$ cat config.mk
export PLATFORM = sky130hd
export DESIGN_NAME = ptmr_top
export DESIGN_NICKNAME = d
export VERILOG_FILES = /design/src/rtl/ptmr_pkg.sv /design/src/rtl/ptmr_ctrl_regs.sv /design/src/rtl/ptmr_prescaler.sv /design/src/rtl/ptmr_down_counter.sv /design/src/rtl/ptmr_top.sv
export SDC_FILE = /design/constraint.sdc
export NUM_CORES = 1
export LEC_CHECK = 0
export BUFFER_PORTS_ARGS = -buffer_cell sky130_fd_sc_hd__buf_4
export CORE_MARGIN = 2
export CORE_UTILIZATION = 54
export DETAILED_ROUTE_END_ITERATION = 10
export PLACE_DENSITY = 0.85
export SYNTH_ARGS = -nofsm -noshare
export SYNTH_HDL_FRONTEND = slang
export SYNTH_HIERARCHICAL = 1
export SYNTH_SLANG_ARGS = --single-unit
$ cat constraint.sdc
create_clock -name clk -period 2.55 [get_ports clk]
set_input_delay 0.51 -clock clk [delete_from_list [all_inputs] [get_ports clk]]
set_output_delay 0.51 -clock clk [all_outputs]
set_load 0.01 [all_outputs]
$ cat src/rtl/ptmr_pkg.sv
package ptmr_pkg;
  localparam int DATA_W = 32;
  localparam int PRE_W  = 12;
  localparam int SRC_W  = 2;
  localparam int ADDR_W = 3;

  localparam logic [ADDR_W-1:0] OFS_CTRL = 3'd0;
  localparam logic [ADDR_W-1:0] OFS_STAT = 3'd1;
  localparam logic [ADDR_W-1:0] OFS_LOAD = 3'd2;
  localparam logic [ADDR_W-1:0] OFS_CMP  = 3'd3;
  localparam logic [ADDR_W-1:0] OFS_CNT  = 3'd4;

  localparam int B_EN     = 0;
  localparam int B_IE     = 2;
  localparam int B_RELOAD = 3;
  localparam int B_PRE_LO = 4;
  localparam int B_SWR    = 16;
  localparam int B_OVW    = 17;
  localparam int B_SRC_LO = 24;

  localparam logic [DATA_W-1:0] CTRL_KEEP = 32'h03FE_FFFF;

  function automatic logic [DATA_W-1:0] count_after_step(
      input logic [DATA_W-1:0] cur, input logic [DATA_W-1:0] ld, input logic reload);
    if (cur != '0) return cur - 1'b1;
    else if (reload) return ld;
    else return '1;
  endfunction

  function automatic logic divider_wraps(input logic [PRE_W-1:0] cnt, input logic [PRE_W-1:0] lim);
    return cnt == lim;
  endfunction
endpackage

$ cat src/rtl/ptmr_ctrl_regs.sv
module ptmr_ctrl_regs
  import ptmr_pkg::*;
(
  input  logic              clk,
  input  logic              rst_n,
  input  logic              wr_ctrl,
  input  logic              wr_load,
  input  logic              wr_cmp,
  input  logic [DATA_W-1:0] wdata,
  output logic              soft_rst,
  output logic [DATA_W-1:0] ctrl_q,
  output logic [DATA_W-1:0] load_q,
  output logic [DATA_W-1:0] cmp_q
);
  assign soft_rst = wr_ctrl & wdata[B_SWR];

  always_ff @(posedge clk or negedge rst_n) begin
    if (!rst_n) begin
      ctrl_q <= '0;
      load_q <= '1;
      cmp_q  <= '0;
    end else if (soft_rst) begin
      ctrl_q <= '0;
      load_q <= '1;
      cmp_q  <= '0;
    end else begin
      if (wr_ctrl) ctrl_q <= wdata & CTRL_KEEP;
      if (wr_load) load_q <= wdata;
      if (wr_cmp)  cmp_q  <= wdata;
    end
  end
endmodule

$ cat src/rtl/ptmr_prescaler.sv
module ptmr_prescaler
  import ptmr_pkg::*;
#(
  parameter int W = PRE_W
) (
  input  logic         clk,
  input  logic         rst_n,
  input  logic         restart,
  input  logic         run,
  input  logic         tick,
  input  logic [W-1:0] limit,
  output logic         step
);
  logic [W-1:0] div_q;
  logic         hit;

  assign hit  = divider_wraps(div_q, limit);
  assign step = run & tick & hit;

  always_ff @(posedge clk or negedge rst_n) begin
    if (!rst_n)            div_q <= '0;
    else if (restart)      div_q <= '0;
    else if (run && tick)  div_q <= hit ? '0 : div_q + 1'b1;
  end
endmodule

$ cat src/rtl/ptmr_down_counter.sv
module ptmr_down_counter
  import ptmr_pkg::*;
#(
  parameter int W = DATA_W
) (
  input  logic         clk,
  input  logic         rst_n,
  input  logic         soft_rst,
  input  logic         ovw_load,
  input  logic [W-1:0] ovw_val,
  input  logic         step,
  input  logic         reload_mode,
  input  logic [W-1:0] load_val,
  output logic [W-1:0] count,
  output logic         expire
);
  assign expire = step & (count == '0);

  always_ff @(posedge clk or negedge rst_n) begin
    if (!rst_n)        count <= '1;
    else if (soft_rst) count <= '1;
    else if (ovw_load) count <= ovw_val;
    else if (step)     count <= count_after_step(count, load_val, reload_mode);
  end
endmodule

$ cat src/rtl/ptmr_top.sv
module ptmr_top
  import ptmr_pkg::*;
(
  input  logic              clk,
  input  logic              rst_n,
  input  logic              reg_wr,
  input  logic [ADDR_W-1:0] reg_addr,
  input  logic [DATA_W-1:0] reg_wdata,
  output logic [DATA_W-1:0] reg_rdata,
  input  logic              tick_a,
  input  logic              tick_b,
  input  logic              tick_c,
  output logic              irq
);
  localparam int NSRC = (1 << SRC_W) - 1;

  logic [DATA_W-1:0] ctrl_q, load_q, cmp_q, count;
  logic              wr_ctrl, wr_stat, wr_load, wr_cmp;
  logic              soft_rst, ovw_load, run, step, expire, flag, sel_tick;
  logic [SRC_W-1:0]  src;
  logic [NSRC:0]     tick_vec;

  assign wr_ctrl = reg_wr && reg_addr == OFS_CTRL;
  assign wr_stat = reg_wr && reg_addr == OFS_STAT;
  assign wr_load = reg_wr && reg_addr == OFS_LOAD;
  assign wr_cmp  = reg_wr && reg_addr == OFS_CMP;

  ptmr_ctrl_regs u_regs (
    .clk(clk), .rst_n(rst_n), .wr_ctrl(wr_ctrl), .wr_load(wr_load), .wr_cmp(wr_cmp),
    .wdata(reg_wdata), .soft_rst(soft_rst), .ctrl_q(ctrl_q), .load_q(load_q), .cmp_q(cmp_q)
  );

  assign src = ctrl_q[B_SRC_LO +: SRC_W];
  assign run = ctrl_q[B_EN] && src != '0;

  genvar gi;
  assign tick_vec[0] = 1'b0;
  generate
    for (gi = 1; gi <= NSRC; gi++) begin : g_src
      if (gi == 1)      begin : g_a assign tick_vec[gi] = tick_a; end
      else if (gi == 2) begin : g_b assign tick_vec[gi] = tick_b; end
      else              begin : g_c assign tick_vec[gi] = tick_c; end
    end
  endgenerate
  assign sel_tick = tick_vec[src];

  ptmr_prescaler #(.W(PRE_W)) u_pre (
    .clk(clk), .rst_n(rst_n), .restart(wr_ctrl), .run(run), .tick(sel_tick),
    .limit(ctrl_q[B_PRE_LO +: PRE_W]), .step(step)
  );

  assign ovw_load = wr_load & ctrl_q[B_OVW];

  ptmr_down_counter #(.W(DATA_W)) u_cnt (
    .clk(clk), .rst_n(rst_n), .soft_rst(soft_rst), .ovw_load(ovw_load), .ovw_val(reg_wdata),
    .step(step), .reload_mode(ctrl_q[B_RELOAD]), .load_val(load_q),
    .count(count), .expire(expire)
  );

  always_ff @(posedge clk or negedge rst_n) begin
    if (!rst_n)        flag <= 1'b0;
    else if (soft_rst) flag <= 1'b0;
    else if (expire)   flag <= 1'b1;
    else if (wr_stat)  flag <= 1'b0;
  end

  assign irq = flag & ctrl_q[B_IE];

  always_comb begin
    case (reg_addr)
      OFS_CTRL: reg_rdata = ctrl_q;
      OFS_STAT: reg_rdata = {{(DATA_W-1){1'b0}}, flag};
      OFS_LOAD: reg_rdata = load_q;
      OFS_CMP:  reg_rdata = cmp_q;
      OFS_CNT:  reg_rdata = count;
      default:  reg_rdata = '0;
    endcase
  end
endmodule

==> impl_metrics.json, run 1 <==
{
  "status": "completed",
  "worst_slack_ps": 77.6,
  "design_power_total_mw": 7.17,
  "worst-r2r-cell-count": 10,
  "synthArstFlopShare": 1.00,
  "die_height_um": 126,
  "rsz_0062_raised_after_global_routing": "yes",
  "finalSetupViolations": 0,
  "vdd_ir_drop_max_v": 0.000468,
  "ys_warn_count": 6,
  "final_hold_viol_count": 0,
  "synth_cell_type_count": 76,
  "chipWidth_um": 126,
  "finalMaxSlewViolations": 0,
  "ctsLongestPathBuffers": 2,
  "synthToLayoutAreaGrowth_pct": 20.3,
  "critPathCaptureType": "flip-flop",
  "starting_density": 0.555,
  "totalNegativeSetupSlack_ps": 0,
  "finish.net_count": 990,
  "register_to_register_setup_slack_ps": 80,
  "synthSimpleGateAreaFrac": 0.194,
  "synth_mux_area_frac": 0.0835,
  "r2r-start": "u_pre/div_q[8]",
  "first_pass_iters": 5,
  "final.min_clock_period_ps": 2470,
  "average_footprint_of_a_synthesized_cell_um2": 9.44,
  "cell_rows": 44,
  "pre_cts_slack_ps": 5.82,
  "num_io_pins": 74,
  "cts.htree.levels": 4,
  "drv.max_cap_violation_count": 0,
  "global_route.overflow_total": 0,
  "critPathArrivalTime_ps": 2830,
  "post_synthesis_instance_area_um2": 8060,
  "antenna_cells": 0,
  "grt_max_degree": 51,
  "first_global_vias": 7477,
  "tightestPinTransition_ps": 661,
  "synth_top_family_by_area": "compound AO/OA/AOI/OAI gates",
  "wirelength_mm": 24.4,
  "leakage_nw": 4.07,
  "place_hpwl_mm": 15.9,
  "synth_top_flop_cell": "dfrtp_1",
  "synth_area_in_adders": 0.00466,
  "clockRootBuffer": "clkbuf_16",
  "route.detailed.wl_per_inst_um": 21.4,
  "finClkSkew_ps": 7.35,
  "critPathRequiredTime_ps": 2900,
  "ys_ff_latch": 134,
  "finalWeightedCongestion": 0.964,
  "min-delay-path-class": "in -> async",
  "grt_antenna_before_repair": 0,
  "powerDensity_nw_per_um2": 739,
  "timing.setup.critical_path_class": "reg -> reg",
  "layout-drive-gt1-share": 0.282,
  "path_max_fanout": 6,
  "drt-vias-per-instance": 6.62,
  "wire_length_of_the_first_global_routing_pass_mm": 38.9,
  "cts_sinks": 134,
  "final_cell_mix": "135 x buf_4, 93 x nand2_1, 70 x dfrtp_1, 65 x mux2i_1",
  "timing.final.crit_share": 0.970,
  "cts-buffers-inserted": 17,
  "slew-limit-headroom": 0.559,
  "clkLatencyLatePin_ps": 430,
  "cts.clk_slew.worst_paths_ps": 60,
  "total_routing_resource_utilization_after_global_routing": 0.308,
  "capture_instance_of_the_worst_register_to_register_path": "u_cnt/count[30]",
  "die_area_um2": 15900,
  "antenna_left": 0,
  "final_core_util": 0.667,
  "ys_seq_area_frac": 0.426,
  "synth_compound_area_frac": 0.199,
  "dr.first_iter.drc_count": 798,
  "synth-edff-count": 0,
  "floorplan.core_area_um2": 14500,
  "synthesis.instances": 854,
  "layout.cells.most_common": "buf_4",
  "buffer_ports.inserted": 73,
  "vias": 7566,
  "synthXorXnorAreaFrac": 0.0315,
  "drc": 0,
  "nFillCells": 1133,
  "max_freq_mhz": 404,
  "holdBufCountCts": 0,
  "worstSetupStartpointType": "flip-flop",
  "tritoncts": "built"
}
==> where the power goes <==
part	leakage, nW	switching (mW)	internal, mW
sequential	1.57	0.452	2.72
combinational	2.20	0.704	0.686
clock	0.295	0.949	1.65
total	4.07	2.10	5.06
==> registers in the layout (all words and copies together), names as in the netlist <==
register	flops
u_pre/div_q	12
u_regs/load_q	32
u_cnt/count	32
u_regs/cmp_q	32
u_regs/ctrl_q	25
flag	1
==> layer usage <==
layer  global-route usage  part of all wire
met1                0.401              0.41
met2                0.498              0.48
met3               0.0680             0.082
met4                0.130             0.034
met5                    0                 0
==> per-stage QoR <==
| stage | instance area (um^2) | hold WS [ps] | instances |
|---|---|---|---|
| 3_3_place_gp | 8990 | 465 | 1109 |
| 3_5_place_dp | 8990 | 469 | 1109 |
| 4_1_cts | 9610 | 9.37 | 1141 |
| 5_1_grt | 9700 | 29.2 | 1143 |
| 6_report | 9700 | 1.71 | 1143 |
| 2_1_floorplan | 8110 | 214 | 860 |
==> kinds of logic (layout without fill, tap and decap cells) <==
group | after synthesis | after routing
AND/OR/NAND/NOR | 301 | 301
AO/OA/AOI/OAI | 231 | 231
flip-flops | 134 | 134
buffers and inverters | 88 | 187
multiplexers | 67 | 67
XOR/XNOR | 29 | 29
adder cells (fa/ha/maj) | 3 | 3
other | 1 | 7
==> worst max path at each step <==
stage | endpoint | from
2_1_floorplan | u_cnt/count[30] | reg_addr[1]
3_3_place_gp | u_cnt/count[31] | u_cnt/count[27]
3_5_place_dp | u_cnt/count[23] | u_cnt/count[27]
4_1_cts | u_cnt/count[23] | u_cnt/count[27]
5_1_grt | u_cnt/count[30] | u_pre/div_q[8]
6_report | u_cnt/count[30] | u_pre/div_q[8]
==> cell usage after synthesis, types with 21 or more instances <==
cell | instances | share of area
o21ai_0 | 47 | 0.029
dfrtp_1 | 70 | 0.22
dfstp_2 | 64 | 0.21
nor3_1 | 31 | 0.019
nor2_1 | 58 | 0.027
buf_2 | 23 | 0.014
clkbuf_1 | 23 | 0.011
a22oi_1 | 64 | 0.060
a211oi_1 | 21 | 0.020
a21oi_1 | 28 | 0.017
a22o_1 | 26 | 0.028
nand2_1 | 94 | 0.044
mux2i_1 | 65 | 0.081
==> area by class of cell <==
cell class              count  area [um^2]  area share
repair buffers            141         1110       0.115
flip-flops and latches    134         3430       0.354
clock buffers              19          443      0.0457
inverters                  14         52.6     0.00542
well taps                 184          230      0.0237
clock inverters            13          179      0.0184
multi-input cells         638         4250       0.438
==> repair_timing <==
action                                  4_1_cts  5_1_grt
setup buffers                                 0        2
hold endpoints to repair                      0        0
resized for setup                             0       17
pin swaps                                     0        4
endpoints found under the setup margin        2       33
==> critical path, stage by stage (launching register included) <==
cell      delay [ps]
dfrtp_1          450
xor2_1           190
nor4_2           340
nand3_1          190
nor2_4           190
o21bai_2         130
a21oi_2          160
nand2_1           60
or4_2            520
o21ai_0           90
a21oi_1           60
(Power assumes the default switching activity.)
==> inputs of run 2 (changes only) <==
--- a/config.mk
+++ b/config.mk
@@ -9,7 +9,7 @@
 export CORE_MARGIN = 2
 export CORE_UTILIZATION = 54
 export DETAILED_ROUTE_END_ITERATION = 10
-export PLACE_DENSITY = 0.85
+export PLACE_DENSITY_LB_ADDON = 0.3
 export SYNTH_ARGS = -nofsm -noshare
 export SYNTH_HDL_FRONTEND = slang
 export SYNTH_HIERARCHICAL = 1
==> run 2 against run 1 <==
Against the previous run:
- clock skew up 2.2 ps
- combinational power is essentially flat
- power shrank 0.20%
- cell count is 0.44% higher
- largest cell class unchanged
==> impl_metrics.json, run 2 (same netlist as run 1, synthesis figures left out) <==
{
  "drv.max_cap_violation_count": 0,
  "ctsLongestPathBuffers": 2,
  "die_area_um2": 15900,
  "power.internal_mw": 5.04,
  "seqPwrFrac": 0.442,
  "clockRootBuffer": "clkbuf_16",
  "tightestPinTransition_ps": 695,
  "total_routing_resource_utilization_after_global_routing": 0.307,
  "p_sw_frac": 0.295,
  "totalNegativeSetupSlack_ps": 0,
  "final.min_clock_period_ps": 2470,
  "layout-drive-gt1-share": 0.283,
  "buffer_ports.inserted": 73,
  "cell_rows": 44,
  "tritoncts": "built",
  "antenna_cells": 0,
  "finalSetupViolations": 0,
  "critPathArrivalTime_ps": 2820,
  "leakage_nw": 4.11,
  "finalWeightedCongestion": 0.995,
  "first_global_vias": 7322,
  "final-seq-area_um2": 3430,
  "synthToLayoutAreaGrowth_pct": 21.1,
  "first_pass_iters": 5,
  "place_hpwl_mm": 15.7,
  "route.detailed.wl_per_inst_um": 21.1,
  "pre_cts_slack_ps": 72.6,
  "final_hold_viol_count": 0,
  "global_route.overflow_total": 0,
  "grt_max_degree": 62,
  "floorplan.core_area_um2": 14500,
  "cts.clk_slew.worst_paths_ps": 60,
  "starting_density": 0.555,
  "powerDensity_nw_per_um2": 732,
  "rsz_0062_raised_after_global_routing": "yes",
  "critPathCaptureType": "flip-flop",
  "slew-limit-headroom": 0.537,
  "share_of_power_burned_in_combinational_logic": 0.199,
  "vdd_ir_drop_max_v": 0.000622,
  "finish.net_count": 995,
  "die_height_um": 126,
  "post_layout_nonfiller_instances": 1148,
  "clock_power_share": 0.359,
  "worst-r2r-cell-count": 11,
  "drc": 0,
  "finClkSkew_ps": 9.52,
  "grt_antenna_before_repair": 0,
  "worst_hold_path_stage_count": 2,
  "nFillCells": 1197,
  "worstSetupStartpointType": "flip-flop",
  "num_io_pins": 74,
  "status": "completed",
  "area_taken_by_multi_input_logic_gates_um2": 4230,
  "chipWidth_um": 126,
  "worst_slack_ps": 78.7,
  "layout.cells.most_common": "buf_4",
  "path_max_fanout": 4,
  "min-delay-path-class": "in -> reg",
  "dr.first_iter.drc_count": 688,
  "wirelength_mm": 24.2,
  "wire_length_of_the_first_global_routing_pass_mm": 38.7,
  "timing.setup.critical_path_class": "reg -> reg",
  "finalMaxSlewViolations": 0,
  "cts_sinks": 134,
  "antenna_left": 0,
  "clkLatencyLatePin_ps": 430,
  "max_freq_mhz": 405,
  "dpl.cell_count": 1113,
  "design_power_total_mw": 7.15,
  "cts.htree.levels": 4,
  "vias": 7422,
  "cts-buffers-inserted": 17,
  "final_cell_mix": "136 x buf_4, 93 x nand2_1, 70 x dfrtp_1, 65 x mux2i_1",
  "timing.final.crit_share": 0.969,
  "p_switching_mw": 2.11,
  "drt-vias-per-instance": 6.47,
  "final_core_util": 0.672,
  "largest_registers": "u_cnt/count x32, u_regs/cmp_q x32, u_regs/load_q x32",
  "critPathRequiredTime_ps": 2900
}
## run 2: repair_timing
action / 4_1_cts / 5_1_grt
setup endpoints to repair: 0 / 25
gates resized for setup: 0 / 14
hold buffers: 1 / 0
setup buffers: 0 / 2
hold endpoints to repair: 14 / 0
## run 2: layer usage
| layer | routed length (um) | global-route usage |
|---|---|---|
| met1 | 10100 | 0.397 |
| met2 | 11600 | 0.495 |
| met3 | 1680 | 0.0697 |
| met4 | 839 | 0.134 |
| met5 | 0 | 0 |
## run 2: worst max-delay path, stage by stage, from the launching register on
cell	delay, ps
dfrtp_1	400
xor2_1	190
nor4_2	320
nand3_1	170
nor2_2	190
o21bai_1	90
buf_4	160
a21oi_2	130
nand2_1	70
or4_2	550
o21ai_2	70
a21oi_1	50
## run 2: power by group through the flow
| stage | Sequential (mW) | Clock [mW] | Combinational, mW |
|---|---|---|---|
| 2_1_floorplan | 3.02 | 0 | 0.899 |
| 3_3_place_gp | 3.16 | 0 | 1.34 |
| 3_5_place_dp | 3.17 | 0 | 1.38 |
| 4_1_cts | 3.15 | 2.59 | 1.40 |
| 5_1_grt | 3.21 | 2.68 | 1.57 |
| 6_report | 3.16 | 2.57 | 1.42 |
## run 2: final timing paths
| path | start | to | slack [ps] |
|---|---|---|---|
| hold / removal | reg_wr | flag | 320 |
| max in group asynchronous | rst_n | u_regs/load_q[10] | 1300 |
| setup / recovery | u_pre/div_q[7] | u_cnt/count[30] | 80 |
| setup reg to reg | u_pre/div_q[7] | u_cnt/count[30] | 80 |
| min in group asynchronous | rst_n | u_regs/cmp_q[27] | 550 |
| hold reg to reg | u_regs/load_q[16] | u_regs/load_q[16] | 500 |
## run 2: area by class of cell
type,count,area share
clock buffer,20,0.0478
clock inverter,12,0.0154
inverter,14,0.00538
multi-input combinational,638,0.434
sequential,134,0.352
tap,184,0.0236
timing repair buffer,146,0.123
## run 2: metrics by stage
| stage | area [um^2] | hold slack [ps] |
|---|---|---|
| 2_1_floorplan | 8110 | 214 |
| 3_3_place_gp | 9070 | 416 |
| 3_5_place_dp | 9070 | 415 |
| 4_1_cts | 9700 | 305 |
| 5_1_grt | 9760 | 321 |
| 6_report | 9760 | 318 |
==> inputs of run 3 (changes only) <==
--- a/config.mk
+++ b/config.mk
@@ -7,7 +7,7 @@
 export LEC_CHECK = 0
 export BUFFER_PORTS_ARGS = -buffer_cell sky130_fd_sc_hd__buf_4
 export CORE_MARGIN = 2
-export CORE_UTILIZATION = 54
+export CORE_UTILIZATION = 59
 export DETAILED_ROUTE_END_ITERATION = 10
 export PLACE_DENSITY_LB_ADDON = 0.3
 export SYNTH_ARGS = -nofsm -noshare
==> constraint.sdc (replaced) <==
create_clock -name clk -period 2.3 [get_ports clk]
set_input_delay 0.46 -clock clk [delete_from_list [all_inputs] [get_ports clk]]
set_output_delay 0.46 -clock clk [all_outputs]
set_load 0.01 [all_outputs]
==> run 3 against run 2 <==
Against the previous run:
- the flow now finishes with violations (hold timing, setup timing)
- power grew 13%
- register-to-register slack lost 320 ps
- non-clock buffer count grew 56
- wire length grew 17%
- clock-buffer cell count grew 9
- utilization grew 11 points
- combinational power grew 39%
- flip-flop and latch count is the same
- clock skew grew 12 ps
- largest power group unchanged
- highest routed layer unchanged
==> impl_metrics.json, run 3 (same netlist as run 1, synthesis figures left out) <==
{
  "status": "complete, but fails checks",
  "violations_in_the_final_reports": "hold timing, setup timing",
  "clock_power_share": 0.325,
  "worst_slack_ps": -239,
  "rsz_0062_raised_after_global_routing": "yes",
  "finClkSkew_ps": 21.6,
  "route.detailed.wl_per_inst_um": 23.7,
  "dr.first_iter.drc_count": 1047,
  "slew-limit-headroom": 0.587,
  "final_core_util": 0.783,
  "ctsLongestPathBuffers": 2,
  "drt-vias-per-instance": 6.86,
  "path_max_fanout": 4,
  "cts-buffers-inserted": 17,
  "largest_registers": "u_cnt/count x32, u_regs/cmp_q x32, u_regs/load_q x32",
  "nFillCells": 864,
  "layout.cells.most_common": "buf_4",
  "critPathTopFamily": "simple AND/OR/NAND/NOR gates",
  "path_cells": "or4_4 -> or4_4 -> nor4_4 -> buf_4 -> a31oi_1 -> a2111oi_2 -> a211oi_1",
  "cts.clk_slew.worst_paths_ps": 60,
  "antenna_cells": 0,
  "die_height_um": 121,
  "placement.cell_area_um2": 9370,
  "starting_density": 0.606,
  "die_area_um2": 14600,
  "layout-drive-gt1-share": 0.370,
  "seqPwrFrac": 0.429,
  "clockRootBuffer": "clkbuf_16",
  "clkLatencyLatePin_ps": 440,
  "holdBufCountCts": 0,
  "pre_cts_slack_ps": -228,
  "place_hpwl_mm": 17.4,
  "vias": 8199,
  "worstSetupStartpointType": "flip-flop",
  "final_cell_mix": "184 x buf_4, 93 x nand2_1, 70 x dfrtp_1, 65 x mux2i_1",
  "share_of_power_burned_in_combinational_logic": 0.245,
  "grt_antenna_before_repair": 0,
  "critPathArrivalTime_ps": 2880,
  "finalWeightedCongestion": 0.976,
  "antenna_left": 0,
  "final.min_clock_period_ps": 2540,
  "timing.setup.critical_path_class": "reg -> reg",
  "fin_area_um2": 10400,
  "finish.net_count": 1051,
  "global_route.overflow_total": 0,
  "synthToLayoutAreaGrowth_pct": 29.2,
  "wirelength_mm": 28.4,
  "min-delay-path-class": "in -> async",
  "final-seq-area_um2": 3430,
  "grt_max_degree": 62,
  "vdd_ir_drop_max_v": 0.000597,
  "holdWs_ps": -17.5,
  "timing.final.crit_share": 1.10,
  "critPathRequiredTime_ps": 2650,
  "num_io_pins": 74,
  "max_freq_mhz": 394,
  "floorplan.core_area_um2": 13300,
  "drc": 0,
  "wire_length_of_the_first_global_routing_pass_mm": 42.5,
  "finalMaxSlewViolations": 0,
  "critical-path-top-cell-by-count": "or4_4",
  "final_hold_viol_count": 9,
  "leakage_nw": 4.41,
  "critPathCaptureType": "flip-flop",
  "powerDensity_nw_per_um2": 773,
  "first_global_vias": 8108,
  "tightestPinTransition_ps": 614,
  "critical_path.n_buffers_inverters": 1,
  "finalSetupViolations": 33,
  "p_sw_frac": 0.305,
  "area_taken_by_multi_input_logic_gates_um2": 4510,
  "chipWidth_um": 121,
  "cts_sinks": 134,
  "drv.max_cap_violation_count": 0,
  "tritoncts": "built",
  "total_routing_resource_utilization_after_global_routing": 0.380,
  "buffer_ports.inserted": 73,
  "critical_path.slowest_cell": "or4_4",
  "cell_rows": 42,
  "p_switching_mw": 2.46,
  "max_stage_delay_ps": 550,
  "cts.htree.levels": 4,
  "first_pass_iters": 6,
  "power.internal_mw": 5.59
}
## run 3: worst reg2reg max path, delay by kind of cell (launching register included)
family,cells,cell delay [ps]
AND/OR/NAND/NOR,3,1310
AO/OA/AOI/OAI,3,560
buffers and inverters,1,200
flip-flops,1,380
## run 3: layout make-up
type                    count  share of cell area
inverters                  14             0.00505
multi-input cells         638               0.433
flip-flops and latches    134               0.330
clock buffers              29              0.0500
repair buffers            202               0.158
well taps                 176              0.0211
clock inverters             3             0.00384
## run 3: worst paths after layout
| path | start | to | slack (ps) | cells past startpoint |
|---|---|---|---|---|
| worst max-delay path | u_cnt/count[27] | u_cnt/count[18] | -240 | 7 |
| worst min-delay path | rst_n | u_regs/cmp_q[5] | -20 | 1 |
| worst max register to register | u_cnt/count[27] | u_cnt/count[18] | -240 | 7 |
| worst min register to register | u_regs/load_q[16] | u_regs/load_q[16] | 510 | 2 |
| max in group asynchronous | rst_n | u_regs/load_q[15] | 1600 | 2 |
| min in group clk | reg_wdata[9] | u_regs/ctrl_q[9] | 280 | 2 |
## run 3: metrics by stage
step                      hold slack (ps)  power, mW  std cells  setup TNS [ps]
after detailed placement              446       5.20       1146           -4470
after CTS                            2.55       7.90       1184           -1480
after floorplan                       164       4.35        860           -1270
after global placement                438       5.10       1146           -2420
final                               -17.5       8.05       1196           -3420
after global routing                 2.99       8.36       1196           -5060
## run 3: repair_timing
action / in CTS / in global routing
pin swaps: 43 / 23
endpoints found under the setup margin: 33 / 33
cloned: 1 / 1
resized for setup: 65 / 49
setup buffers: 5 / 15
## run 3: per-layer routing
| layer | track usage | vias to the layer above | wire length (um) | share of wire |
|---|---|---|---|---|
| li1 | - | 3444 | - | - |
| met5 | 0 | - | 0 | 0 |
| met3 | 0.0865 | 175 | 2620 | 0.092 |
| met1 | 0.458 | 3972 | 10300 | 0.36 |
| met2 | 0.611 | 608 | 13400 | 0.47 |
| met4 | 0.245 | 0 | 2010 | 0.071 |
## run 3: power by group through the flow
stage,logic [mW],clock network [mW],registers [mW]
after detailed placement,1.75,0,3.45
final,1.98,2.62,3.46
after floorplan,1.00,0,3.35
after global placement,1.68,0,3.43
after global routing,2.11,2.75,3.50
after CTS,1.85,2.63,3.42
